==> src/rtl/mesi_pkg.sv <==
// Shared encodings for the MESI line controller.
// Assumes 2-bit fields on every port that carries an operation code.
package mesi_pkg;
    typedef enum logic [1:0] {
        ST_I = 2'b00,
        ST_S = 2'b01,
        ST_E = 2'b10,
        ST_M = 2'b11
    } line_state_e;

    typedef enum logic [1:0] {
        LOC_RD  = 2'd0,
        LOC_WR  = 2'd1,
        LOC_EV  = 2'd2,
        LOC_NOP = 2'd3
    } loc_op_e;

    typedef enum logic [1:0] {
        SNP_RD  = 2'd0,
        SNP_WR  = 2'd1,
        SNP_UPG = 2'd2,
        SNP_NOP = 2'd3
    } snp_op_e;

    typedef enum logic [1:0] {
        BUS_NONE = 2'd0,
        BUS_RD   = 2'd1,
        BUS_WR   = 2'd2,
        BUS_UPG  = 2'd3
    } bus_op_e;
endpackage

==> src/rtl/mesi_tag_match.sv <==
// Tag lookup: finds the valid line holding a tag and returns its index and state.
// Assumes at most one valid line holds any tag (allocation only on a miss).
module mesi_tag_match
    import mesi_pkg::*;
#(
    parameter int NUM_LINES = 4,
    parameter int TAG_W     = 8,
    localparam int IDX_W    = (NUM_LINES > 1) ? $clog2(NUM_LINES) : 1
) (
    input  logic              clk,
    input  logic              rst_n,
    input  logic [TAG_W-1:0]  tags_i [NUM_LINES],
    input  line_state_e       states_i [NUM_LINES],
    input  logic [TAG_W-1:0]  look_tag,
    output logic              hit,
    output logic [IDX_W-1:0]  hit_idx,
    output line_state_e       hit_state
);
    logic [NUM_LINES-1:0] hit_vec;

    // Per-line compare against the lookup tag.
    for (genvar k = 0; k < NUM_LINES; k++) begin : g_cmp
        assign hit_vec[k] = (states_i[k] != ST_I) && (tags_i[k] == look_tag);
    end

    // Encode the matching line and pick its state.
    always_comb begin
        hit_idx = '0;
        for (int k = NUM_LINES - 1; k >= 0; k--) begin
            if (hit_vec[k]) hit_idx = IDX_W'(k);
        end
        hit       = |hit_vec;
        hit_state = hit ? states_i[hit_idx] : ST_I;
    end

    // a tag lives in one line at most, so lookups are unambiguous.
    a_r1_single_hit: assert property (@(posedge clk) disable iff (!rst_n)
        $onehot0(hit_vec));
endmodule

==> src/rtl/mesi_local_rules.sv <==
// Next state and bus action for a local read, write or eviction.
// Assumes cur_i is Invalid on a miss; en_i low means nothing happens.
module mesi_local_rules
    import mesi_pkg::*;
(
    input  logic        en_i,
    input  line_state_e cur_i,
    input  logic [1:0]  op_i,
    input  logic        shared_i,
    output line_state_e nxt_o,
    output bus_op_e     bus_o,
    output logic        wb_o
);
    loc_op_e op;
    assign op = loc_op_e'(op_i);

    // Local action table.
    always_comb begin
        nxt_o = cur_i;
        bus_o = BUS_NONE;
        wb_o  = 1'b0;
        if (en_i) begin
            unique case (cur_i)
                ST_I: begin
                    if (op == LOC_RD) begin
                        bus_o = BUS_RD;
                        nxt_o = shared_i ? ST_S : ST_E;
                    end else if (op == LOC_WR) begin
                        bus_o = BUS_WR;
                        nxt_o = ST_M;
                    end
                end
                ST_S: begin
                    if (op == LOC_WR) begin
                        bus_o = BUS_UPG;
                        nxt_o = ST_M;
                    end else if (op == LOC_EV) begin
                        nxt_o = ST_I;
                    end
                end
                ST_E: begin
                    if (op == LOC_WR)      nxt_o = ST_M;
                    else if (op == LOC_EV) nxt_o = ST_I;
                end
                ST_M: begin
                    if (op == LOC_EV) begin
                        wb_o  = 1'b1;
                        nxt_o = ST_I;
                    end
                end
                default: nxt_o = cur_i;
            endcase
        end
    end
endmodule

==> src/rtl/mesi_snoop_rules.sv <==
// Next state and response for a snooped bus read, write or upgrade.
// Assumes en_i is high only when the snooped tag hits a valid line.
module mesi_snoop_rules
    import mesi_pkg::*;
(
    input  logic        en_i,
    input  line_state_e cur_i,
    input  logic [1:0]  op_i,
    output line_state_e nxt_o,
    output logic        shared_o,
    output logic        dirty_o,
    output logic        wb_o,
    output logic        err_o
);
    snp_op_e op;
    assign op = snp_op_e'(op_i);

    // Snoop action table.
    always_comb begin
        nxt_o    = cur_i;
        shared_o = 1'b0;
        dirty_o  = 1'b0;
        wb_o     = 1'b0;
        err_o    = 1'b0;
        if (en_i) begin
            unique case (cur_i)
                ST_S: begin
                    if (op == SNP_RD)                        shared_o = 1'b1;
                    else if (op == SNP_WR || op == SNP_UPG)  nxt_o = ST_I;
                end
                ST_E: begin
                    if (op == SNP_RD) begin
                        shared_o = 1'b1;
                        nxt_o    = ST_S;
                    end else if (op == SNP_WR) begin
                        nxt_o = ST_I;
                    end else if (op == SNP_UPG) begin
                        err_o = 1'b1;
                    end
                end
                ST_M: begin
                    if (op == SNP_RD || op == SNP_WR) begin
                        dirty_o = 1'b1;
                        wb_o    = 1'b1;
                        nxt_o   = (op == SNP_RD) ? ST_S : ST_I;
                    end else if (op == SNP_UPG) begin
                        err_o = 1'b1;
                    end
                end
                default: nxt_o = cur_i;
            endcase
        end
    end
endmodule

==> src/rtl/mesi_line_ctrl.sv <==
// MESI controller for a small fully associative set of lines.
// Outputs are combinational on the current state; states update at the next edge.
// Assumes a snoop takes the cycle: a local request alongside it is ignored.
module mesi_line_ctrl
    import mesi_pkg::*;
#(
    parameter int NUM_LINES = 4,
    parameter int TAG_W     = 8,
    localparam int IDX_W    = (NUM_LINES > 1) ? $clog2(NUM_LINES) : 1
) (
    input  logic             clk,
    input  logic             rst_n,
    input  logic             loc_valid,
    input  logic [1:0]       loc_op,
    input  logic [TAG_W-1:0] loc_tag,
    input  logic             shared_in,
    input  logic             snp_valid,
    input  logic [1:0]       snp_op,
    input  logic [TAG_W-1:0] snp_tag,
    output logic [1:0]       bus_op,
    output logic             resp_shared,
    output logic             resp_dirty,
    output logic             wb_valid,
    output logic             err_flag,
    output logic [1:0]       loc_state
);
    line_state_e      state_q [NUM_LINES];
    logic [TAG_W-1:0] tag_q   [NUM_LINES];

    logic             loc_hit, snp_hit, free_any, loc_en, snp_en;
    logic [IDX_W-1:0] loc_idx, snp_idx, free_idx, wr_idx;
    line_state_e      loc_cur, snp_cur, loc_nxt, snp_nxt;
    bus_op_e          loc_bus;
    logic             loc_wb, snp_wb;

    mesi_tag_match #(.NUM_LINES(NUM_LINES), .TAG_W(TAG_W)) u_loc_match (
        .clk(clk), .rst_n(rst_n), .tags_i(tag_q), .states_i(state_q),
        .look_tag(loc_tag), .hit(loc_hit), .hit_idx(loc_idx), .hit_state(loc_cur)
    );

    mesi_tag_match #(.NUM_LINES(NUM_LINES), .TAG_W(TAG_W)) u_snp_match (
        .clk(clk), .rst_n(rst_n), .tags_i(tag_q), .states_i(state_q),
        .look_tag(snp_tag), .hit(snp_hit), .hit_idx(snp_idx), .hit_state(snp_cur)
    );

    // Lowest-numbered Invalid line is the allocation victim for a miss.
    always_comb begin
        free_any = 1'b0;
        free_idx = '0;
        for (int k = NUM_LINES - 1; k >= 0; k--) begin
            if (state_q[k] == ST_I) begin
                free_any = 1'b1;
                free_idx = IDX_W'(k);
            end
        end
    end

    // Accept rules: snoop wins the cycle; a miss needs a free line.
    assign snp_en = snp_valid && snp_hit;
    assign loc_en = loc_valid && !snp_valid && (loc_hit || free_any);
    assign wr_idx = loc_hit ? loc_idx : free_idx;

    mesi_local_rules u_local (
        .en_i(loc_en), .cur_i(loc_cur), .op_i(loc_op), .shared_i(shared_in),
        .nxt_o(loc_nxt), .bus_o(loc_bus), .wb_o(loc_wb)
    );

    mesi_snoop_rules u_snoop (
        .en_i(snp_en), .cur_i(snp_cur), .op_i(snp_op), .nxt_o(snp_nxt),
        .shared_o(resp_shared), .dirty_o(resp_dirty), .wb_o(snp_wb), .err_o(err_flag)
    );

    // Commit the chosen transition and capture the tag on allocation.
    always_ff @(posedge clk) begin
        if (!rst_n) begin
            for (int k = 0; k < NUM_LINES; k++) begin
                state_q[k] <= ST_I;
                tag_q[k]   <= '0;
            end
        end else if (snp_en) begin
            state_q[snp_idx] <= snp_nxt;
        end else if (loc_en) begin
            state_q[wr_idx] <= loc_nxt;
            if (!loc_hit) tag_q[wr_idx] <= loc_tag;
        end
    end

    assign bus_op    = loc_bus;
    assign wb_valid  = loc_wb | snp_wb;
    assign loc_state = loc_cur;

    // a fill lands in E or S according to the sharer signal of its cycle.
    a_r2_fill_state: assert property (@(posedge clk) disable iff (!rst_n)
        (bus_op == BUS_RD) |=> (state_q[$past(wr_idx)] == ($past(shared_in) ? ST_S : ST_E)));

    // a write to an Exclusive line goes out on no bus.
    a_r4_silent_upgrade: assert property (@(posedge clk) disable iff (!rst_n)
        (loc_valid && !snp_valid && loc_op == LOC_WR && loc_state == ST_E) |-> (bus_op == BUS_NONE));

    // the two snoop responses never coincide.
    a_r6_resp_exclusive: assert property (@(posedge clk) disable iff (!rst_n)
        !(resp_shared && resp_dirty));

    // a dirty response always comes with a writeback.
    a_r7_dirty_writes_back: assert property (@(posedge clk) disable iff (!rst_n)
        resp_dirty |-> wb_valid);

    // a snooped write that hits leaves the line Invalid.
    a_r8_snoop_write_inval: assert property (@(posedge clk) disable iff (!rst_n)
        (snp_valid && snp_hit && snp_op == SNP_WR) |=> (state_q[$past(snp_idx)] == ST_I));

    // the error flag is raised only by a snooped upgrade.
    a_r9_err_on_upgrade: assert property (@(posedge clk) disable iff (!rst_n)
        err_flag |-> (snp_valid && snp_op == SNP_UPG));

    // a snoop cycle carries no local bus request.
    a_r11_snoop_blocks_local: assert property (@(posedge clk) disable iff (!rst_n)
        snp_valid |-> (bus_op == BUS_NONE));
endmodule

==> config.mk <==
export PLATFORM = sky130hd
export DESIGN_NAME = mesi_line_ctrl
export DESIGN_NICKNAME = d
export VERILOG_FILES = /design/src/rtl/mesi_pkg.sv /design/src/rtl/mesi_tag_match.sv /design/src/rtl/mesi_local_rules.sv /design/src/rtl/mesi_snoop_rules.sv /design/src/rtl/mesi_line_ctrl.sv
export SDC_FILE = /design/constraint.sdc
export NUM_CORES = 1
export LEC_CHECK = 0
export ABC_CLOCK_PERIOD_IN_PS = 6300
export BUFFER_PORTS_ARGS = -buffer_cell sky130_fd_sc_hd__buf_4
export CORE_MARGIN = 5
export CORE_UTILIZATION = 55
export DETAILED_ROUTE_END_ITERATION = 6
export GPL_TIMING_DRIVEN = 0
export PLACE_DENSITY_LB_ADDON = 0.3
export SLEW_MARGIN = 20
export SYNTH_ARGS = -nofsm -noshare
export SYNTH_HDL_FRONTEND = slang
export SYNTH_HIERARCHICAL = 1
export SYNTH_SLANG_ARGS = --single-unit
==> constraint.sdc <==
create_clock -name clk -period 6.3 [get_ports clk]
set_input_delay 0 -clock clk [delete_from_list [all_inputs] [get_ports clk]]
set_output_delay 0 -clock clk [all_outputs]
set_load 0.005 [all_outputs]
==> results of run 1 <==
-- worst max-delay path, cell delays in order (launching register included) --
cell	delay, ps
sky130_fd_sc_hd__dfxtp_1	350
sky130_fd_sc_hd__xor2_1	180
sky130_fd_sc_hd__nor4_2	330
sky130_fd_sc_hd__o2111ai_2	200
sky130_fd_sc_hd__nor2b_4	190
sky130_fd_sc_hd__a211oi_1	710
sky130_fd_sc_hd__inv_1	160
sky130_fd_sc_hd__ha_1	360
sky130_fd_sc_hd__a21oi_1	80
sky130_fd_sc_hd__a211oi_2	240
sky130_fd_sc_hd__o22ai_1	110
sky130_fd_sc_hd__a21oi_1	340
sky130_fd_sc_hd__o221ai_1	180
sky130_fd_sc_hd__a31oi_1	180
-- metal layers --
| metal | wire length [um] | track usage, % |
|---|---|---|
| met5 | 0 | 0 |
| met4 | 265 | 9.21 |
| met3 | 415 | 3.01 |
| met2 | 4130 | 38.4 |
| met1 | 3870 | 30.5 |
-- path summary, 6_finish.rpt --
| path | cells after the start | endpoint | slack (ps) | startpoint |
|---|---|---|---|---|
| max reg2reg | 13 | state_q[4] | 2620 | tag_q[19] |
| min | 3 | tag_q[15] | 10 | loc_tag[7] |
| max | 13 | state_q[4] | 2620 | tag_q[19] |
| min reg2reg | 2 | tag_q[15] | 500 | tag_q[15] |
-- logic make-up after synthesis --
family | after synthesis
simple gates | 146
flops | 40
mux | 11
buf+inv | 25
xor+xnor | 64
fa+ha+maj | 11
compound gates | 96
-- power by group through the flow --
stage / Clock, mW / Combinational (mW) / Sequential, mW
after floorplan: 0 / 0.0790 / 0.272
after global placement: 0 / 0.119 / 0.274
after detailed placement: 0 / 0.123 / 0.275
after CTS: 0.224 / 0.123 / 0.269
after global routing: 0.234 / 0.134 / 0.270
final: 0.220 / 0.124 / 0.269
-- cells in the final DEF, fill, tap and decap left out, types with 5 or more instances in the layout --
cell type,instances
sky130_fd_sc_hd__dfxtp_1,40
sky130_fd_sc_hd__xnor2_1,34
sky130_fd_sc_hd__nand3_1,33
sky130_fd_sc_hd__buf_4,32
sky130_fd_sc_hd__nand2_1,31
sky130_fd_sc_hd__xor2_1,30
sky130_fd_sc_hd__nor2_1,15
sky130_fd_sc_hd__o21ai_0,14
sky130_fd_sc_hd__inv_1,14
sky130_fd_sc_hd__a21boi_0,14
sky130_fd_sc_hd__a21oi_1,12
sky130_fd_sc_hd__mux2i_1,11
sky130_fd_sc_hd__nor2b_1,11
sky130_fd_sc_hd__ha_1,11
sky130_fd_sc_hd__nor3_1,10
sky130_fd_sc_hd__a21boi_1,10
sky130_fd_sc_hd__clkbuf_1,7
sky130_fd_sc_hd__nand4_1,6
sky130_fd_sc_hd__or2_2,5
sky130_fd_sc_hd__clkbuf_8,5
-- registers in the layout, indices dropped and copies added (netlist names) --
signal	flops
tag_q	32
state_q	8
-- stage by stage --
step | cells | total power, mW
after floorplan | 393 | 0.351
after global placement | 498 | 0.394
after detailed placement | 498 | 0.397
after CTS | 506 | 0.616
after global routing | 506 | 0.638
final | 506 | 0.613
-- final cells by class --
class                      count  area (um2)  share of cell area [%]
multi-input combinational    328        2420                    64.3
sequential                    40         801                    21.2
timing repair buffer          30         225                    5.97
tap                           75        93.8                    2.49
clock buffer                   5        68.8                    1.83
buffer                        11        63.8                    1.69
inverter                      14        52.6                    1.39
clock inverter                 3        42.5                    1.13
==> run_results.csv, run 1 <==
group,metric,value,unit
timing,worst_slew_pin_slew,874,ps
floorplan,placement_rows,28,
pwr,power.share.combinational,20.3,%
clock_tree,clock-root-buffer,"sky130_fd_sc_hd__clkbuf_8",
logic_synthesis,ys_seq_elements,40,
worst_hold_path,timing.hold.worst.class,"in2reg",
logic_synthesis,synth.yosys.warnings,6,
floorplan,dieArea,7720,um2
logic_synthesis,dominant_combinational_cell_family_by_area_after_synthesis,"simple AND/OR/NAND/NOR gates",
timing,final.min_clock_period,3680,ps
logic_synthesis,synth_nets,429,
logic_synthesis,yosys.cell_types.count,60,
finish,n_antenna_cell,0,
logic_synthesis,cell_taking_the_most_area_after_synthesis,"sky130_fd_sc_hd__dfxtp_1",
worst_setup_path,timing.critical_path.fanout_max,6,
timing,maxSlewHeadroom,41.4,%
floorplan,ioPinCount,33,
timing,timing.final.crit_share,58.4,%
pwr,power.density_cell_area,163,nW/um2
clock_tree,cts.sinks,40,
clock_tree,clkTransAtPathRegs,90,ps
pwr,power_switching_share,30.4,%
place,place_area,3650,um2
logic_synthesis,synth_fa_ha_area_share,4.13,%
pwr,vdd.ir_drop.worst,0.161,mV
run,cap_violations,0,
worst_setup_path,worstPathArrival,3910,ps
logic_synthesis,synth-simple-area-share,27.1,%
logic_synthesis,dominantRegCellSynth,"sky130_fd_sc_hd__dfxtp_1",
clock_tree,cts_setup_buffers,0,
logic_synthesis,synthesis.instances,393,
timing,rsz0062_at_grt,"false",
routing,detailedRoute.firstIterationViolations,148,
logic_synthesis,post_synth_main_area_contributors,"sky130_fd_sc_hd__dfxtp_1 24%, sky130_fd_sc_hd__xnor2_1 8.9%, sky130_fd_sc_hd__xor2_1 7.9%, sky130_fd_sc_hd__nand3_1 5.0%, sky130_fd_sc_hd__ha_1 4.1%",
global_route,grt_remaining_overflow,0,
clock_tree,hold_buffers,0,
place,post-place-ws,2520,ps
logic_synthesis,synth_xor_area_share,16.8,%
timing,finalSetupTns,0,ps
timing,finalHoldViolCount,0,
finish,final.fill_count,512,
finish,layout.core_utilization,63.7,%
clock_tree,clock_insertion_delay_worst_skew,300,ps
logic_synthesis,post_synth_instance_area,3330,um2
finish,final_design_area_no_fill,3770,um2
pwr,switch_pwr,0.186,mW
clock_tree,clock_tree.htree_level_count,2,
logic_synthesis,ys_top_cells_by_count,"40 x sky130_fd_sc_hd__dfxtp_1, 34 x sky130_fd_sc_hd__xnor2_1, 33 x sky130_fd_sc_hd__nand3_1",
floorplan,fp.dieH,87.9,um
logic_synthesis,synth_async_sr_flop_share,0,%
global_route,grt_first_pass_wirelength,14000,um
clock_tree,ctsResizeCount,0,
routing,vias_per_cell,6.07,
place,dpl.hpwl,6520,um
timing,worst_hold_margin,13.9,ps
outcome,outcome,"finished, final reports clean",
worst_setup_path,worst_setup_path_end_kind,"flop",
routing,drt-pass1-iter-count,4,
floorplan,core-area,5920,um2
pwr,seq_power_share,43.9,%
pwr,clock_power_share,35.9,%
global_route,grt_start_max_net_pins,14,
logic_synthesis,ys_seq_area_share,24.0,%
timing,slew_violations,0,
pwr,static-leakage-power,1.41,nW
global_route,antenna_violations_before_repair,0,
finish,post_route_cells_drive_above_1_share,16.9,%
logic_synthesis,synth.top_cell.area_share,24.0,%
clock_tree,clk_path_buf_depth,2,
pwr,internal-power,0.427,mW
logic_synthesis,post_synthesis_compound_gate_area_fraction,21.2,%
clock_tree,number_of_cts_inserted_buffers,5,
clock_tree,tritoncts_clock_tree,"done",
logic_synthesis,syn_area_per_cell,8.48,um2
timing,setup_viol_count_final,0,
logic_synthesis,synth.most_common_cell,"sky130_fd_sc_hd__dfxtp_1",
worst_setup_path,worstPathRequired,6530,ps
routing,drt-total-wl,8670,um
routing,drt-wirelength-per-cell,17.1,um
finish,area_growth_synth_to_finish,13.1,%
routing,remaining_design_rule_violation_count,0,
global_route,track_usage,23.2,%
routing,drtAntennaViolNets,0,
timing,setup_slack,2620,ps
global_route,grt_pass1_vias,2847,
floorplan,initial_core_util,56.3,%
logic_synthesis,synthMuxAreaShare,3.30,%
timing,fin_skew,4.86,ps
worst_setup_path,worstSetupStartpointType,"flop",
place,numPortBuffers,30,
worst_setup_path,setup.worst_path.class,"reg2reg",
finish,nets,466,
routing,dr_total_vias,3071,
timing,fmax,272,MHz
logic_synthesis,synth_edf_count,0,
place,finalWeightedCongestion,0.911,
floorplan,die_width,87.9,um
Note: power is estimated with default switching activity, not from simulation.
==> inputs of run 2 (changes only) <==
--- a/config.mk
+++ b/config.mk
@@ -5,7 +5,7 @@
 export SDC_FILE = /design/constraint.sdc
 export NUM_CORES = 1
 export LEC_CHECK = 0
-export ABC_CLOCK_PERIOD_IN_PS = 6300
+export ABC_CLOCK_PERIOD_IN_PS = 3400
 export BUFFER_PORTS_ARGS = -buffer_cell sky130_fd_sc_hd__buf_4
 export CORE_MARGIN = 5
 export CORE_UTILIZATION = 55
==> constraint.sdc (replaced) <==
create_clock -name clk -period 3.4 [get_ports clk]
set_input_delay 0 -clock clk [delete_from_list [all_inputs] [get_ports clk]]
set_output_delay 0 -clock clk [all_outputs]
set_load 0.005 [all_outputs]
==> run 2 against run 1 <==
Clock skew up 0.73 ps. Sequential share of layout area down 0.26 points. Utilization up 0.99 points. Maximum frequency up 16%. Largest cell class unchanged. Highest routed layer unchanged.
==> run_results.csv, run 2 (synthesized netlist as in run 1, its figures left out) <==
group,metric,value,unit
timing,worst_slew_pin_slew,656,ps
floorplan,fp.dieH,87.9,um
timing,rsz0062_at_grt,"true",
global_route,track_usage,23.3,%
global_route,grt_start_max_net_pins,14,
worst_setup_path,worst_setup_path_end_kind,"flop",
routing,drtAntennaViolNets,0,
finish,n_antenna_cell,0,
timing,fmax,317,MHz
finish,final_cell_count_no_fill,509,
pwr,static-leakage-power,1.42,nW
global_route,grt_pass1_vias,2874,
worst_setup_path,worstPathRequired,3630,ps
worst_setup_path,worstPathArrival,3390,ps
pwr,vdd.ir_drop.worst,0.299,mV
worst_setup_path,path_buf_inv,1,
timing,finalHoldViolCount,0,
place,placed_cells_incl_taps,498,
global_route,antenna_violations_before_repair,0,
clock_tree,clock_insertion_delay_worst_skew,300,ps
floorplan,dieArea,7720,um2
finish,post_route_cells_drive_above_1_share,18.9,%
worst_setup_path,timing.critical_path.cells,"xor2_1, nor4_2, o2111ai_2, nor2b_4, a211oi_4, inv_1, ha_1, a21oi_1, a211oi_2, o22ai_1, a21oi_2, o221ai_1, a31oi_1",
global_route,grt_remaining_overflow,0,
clock_tree,clock-root-buffer,"sky130_fd_sc_hd__clkbuf_8",
routing,detailedRoute.firstIterationViolations,170,
worst_setup_path,worstSetupStartpointType,"flop",
timing,fin_skew,5.59,ps
place,finalWeightedCongestion,0.911,
routing,dr_total_vias,3088,
finish,layout.cells.most_common_list,"38 x sky130_fd_sc_hd__dfxtp_1, 35 x sky130_fd_sc_hd__buf_4, 34 x sky130_fd_sc_hd__xnor2_1",
finish,layout_top_registers,"tag_q: 32 flops, state_q: 8 flops",
clock_tree,tritoncts_clock_tree,"done",
finish,final.fill_count,511,
finish,area_growth_synth_to_finish,14.8,%
routing,drt-wirelength-per-cell,17.3,um
routing,drt-pass1-iter-count,5,
worst_setup_path,crit_family,"compound AO/OA/AOI/OAI gates",
floorplan,placement_rows,28,
worst_setup_path,worst_path_max_delay_cell,"sky130_fd_sc_hd__a211oi_4",
timing,final.min_clock_period,3160,ps
finish,largest_register_ff_count,32,
clock_tree,clkTransAtPathRegs,90,ps
finish,multi_input_area,2460,um2
worst_hold_path,timing.hold.worst.class,"in2reg",
finish,regArea,803,um2
routing,remaining_design_rule_violation_count,0,
worst_setup_path,setup.worst_path.class,"reg2reg",
timing,setup_viol_count_final,0,
pwr,power.density_cell_area,298,nW/um2
place,numPortBuffers,30,
timing,timing.final.crit_share,92.9,%
pwr,total_power,1.14,mW
finish,nets,469,
clock_tree,cts.sinks,40,
place,dpl.hpwl,6520,um
floorplan,ioPinCount,33,
timing,maxSlewHeadroom,56.1,%
routing,vias_per_cell,6.07,
routing,drt-total-wl,8800,um
clock_tree,clk_path_buf_depth,2,
outcome,outcome,"finished, final reports clean",
global_route,grt_first_pass_wirelength,14000,um
finish,layout.core_utilization,64.7,%
floorplan,core-area,5920,um2
worst_setup_path,crit_path_max_incr_delay,420,ps
floorplan,die_width,87.9,um
timing,slew_violations,0,
clock_tree,number_of_cts_inserted_buffers,5,
worst_setup_path,timing.critical_path.fanout_max,6,
run,cap_violations,0,
clock_tree,clock_tree.htree_level_count,2,
floorplan,initial_core_util,56.3,%
finish,registers.top_by_ff_count,"tag_q",
finish,mostFrequentLayoutCell,"sky130_fd_sc_hd__dfxtp_1",
clock_tree,hold_buffers,0,
timing,worst_hold_margin,13.4,ps
-- run 2: cell count changes in the layout (fill, tap and decap cells not counted) --
cell	change
sky130_fd_sc_hd__a211oi_4	+2
sky130_fd_sc_hd__a31oi_1	-1
sky130_fd_sc_hd__a211oi_2	-1
sky130_fd_sc_hd__a31oi_2	+1
sky130_fd_sc_hd__a211oi_1	-1
sky130_fd_sc_hd__dfxtp_2	+2
sky130_fd_sc_hd__a21oi_2	+2
sky130_fd_sc_hd__a21oi_1	-2
sky130_fd_sc_hd__dfxtp_1	-2
sky130_fd_sc_hd__buf_4	+3
-- run 2: path summary, 6_finish.rpt --
kind / start / end / slack (ps) / cells past startpoint
worst max-delay path: tag_q[19] / state_q[4] / 240 / 13
worst min-delay path: loc_tag[7] / tag_q[15] / 10 / 3
worst max register to register: tag_q[19] / state_q[4] / 240 / 13
worst min register to register: tag_q[15] / tag_q[15] / 500 / 2
-- run 2: power by group --
part / total, mW / switching, mW / internal, mW
combinational: 0.232 / 0.138 / 0.0940
clock: 0.410 / 0.193 / 0.218
sequential: 0.499 / 0.0187 / 0.480
total: 1.14 / 0.349 / 0.792
-- run 2: layer usage --
metal	up-vias	global-route usage [%]	routed length [um]
li1	1487	-	-
met4	0	9.48	257
met5	-	0	0
met1	1480	30.4	3830
met3	19	3.20	546
met2	102	38.7	4170
-- run 2: cell type report --
class / instances / share of cell area, %
sequential: 40 / 21.0
clock buffer: 5 / 1.80
buffer: 11 / 1.67
multi-input combinational: 328 / 64.2
tap: 75 / 2.45
inverter: 14 / 1.37
clock inverter: 3 / 1.11
timing repair buffer: 33 / 6.47
-- run 2: repair_timing --
item	in CTS	in global routing
endpoints found under the setup margin	8	8
gates resized for setup	3	6
setup buffers	0	3
pin swaps	1	1
-- run 2: worst register-to-register path, stage by stage, from the launching register on --
cell	delay, ps
sky130_fd_sc_hd__dfxtp_1	350
sky130_fd_sc_hd__xor2_1	180
sky130_fd_sc_hd__nor4_2	320
sky130_fd_sc_hd__o2111ai_2	200
sky130_fd_sc_hd__nor2b_4	200
sky130_fd_sc_hd__a211oi_4	420
sky130_fd_sc_hd__inv_1	90
sky130_fd_sc_hd__ha_1	330
sky130_fd_sc_hd__a21oi_1	80
sky130_fd_sc_hd__a211oi_2	230
sky130_fd_sc_hd__o22ai_1	130
sky130_fd_sc_hd__a21oi_2	240
sky130_fd_sc_hd__o221ai_1	150
sky130_fd_sc_hd__a31oi_1	180
-- run 2: through the flow --
step	setup TNS [ps]	setup slack, ps	area, um2
2_1_floorplan	0	256	3330
4_1_cts	0	24.7	3780
3_3_place_gp	-1750	-297	3650
3_5_place_dp	-2260	-378	3650
5_1_grt	-35.9	-35.9	3830
6_report	0	242	3830
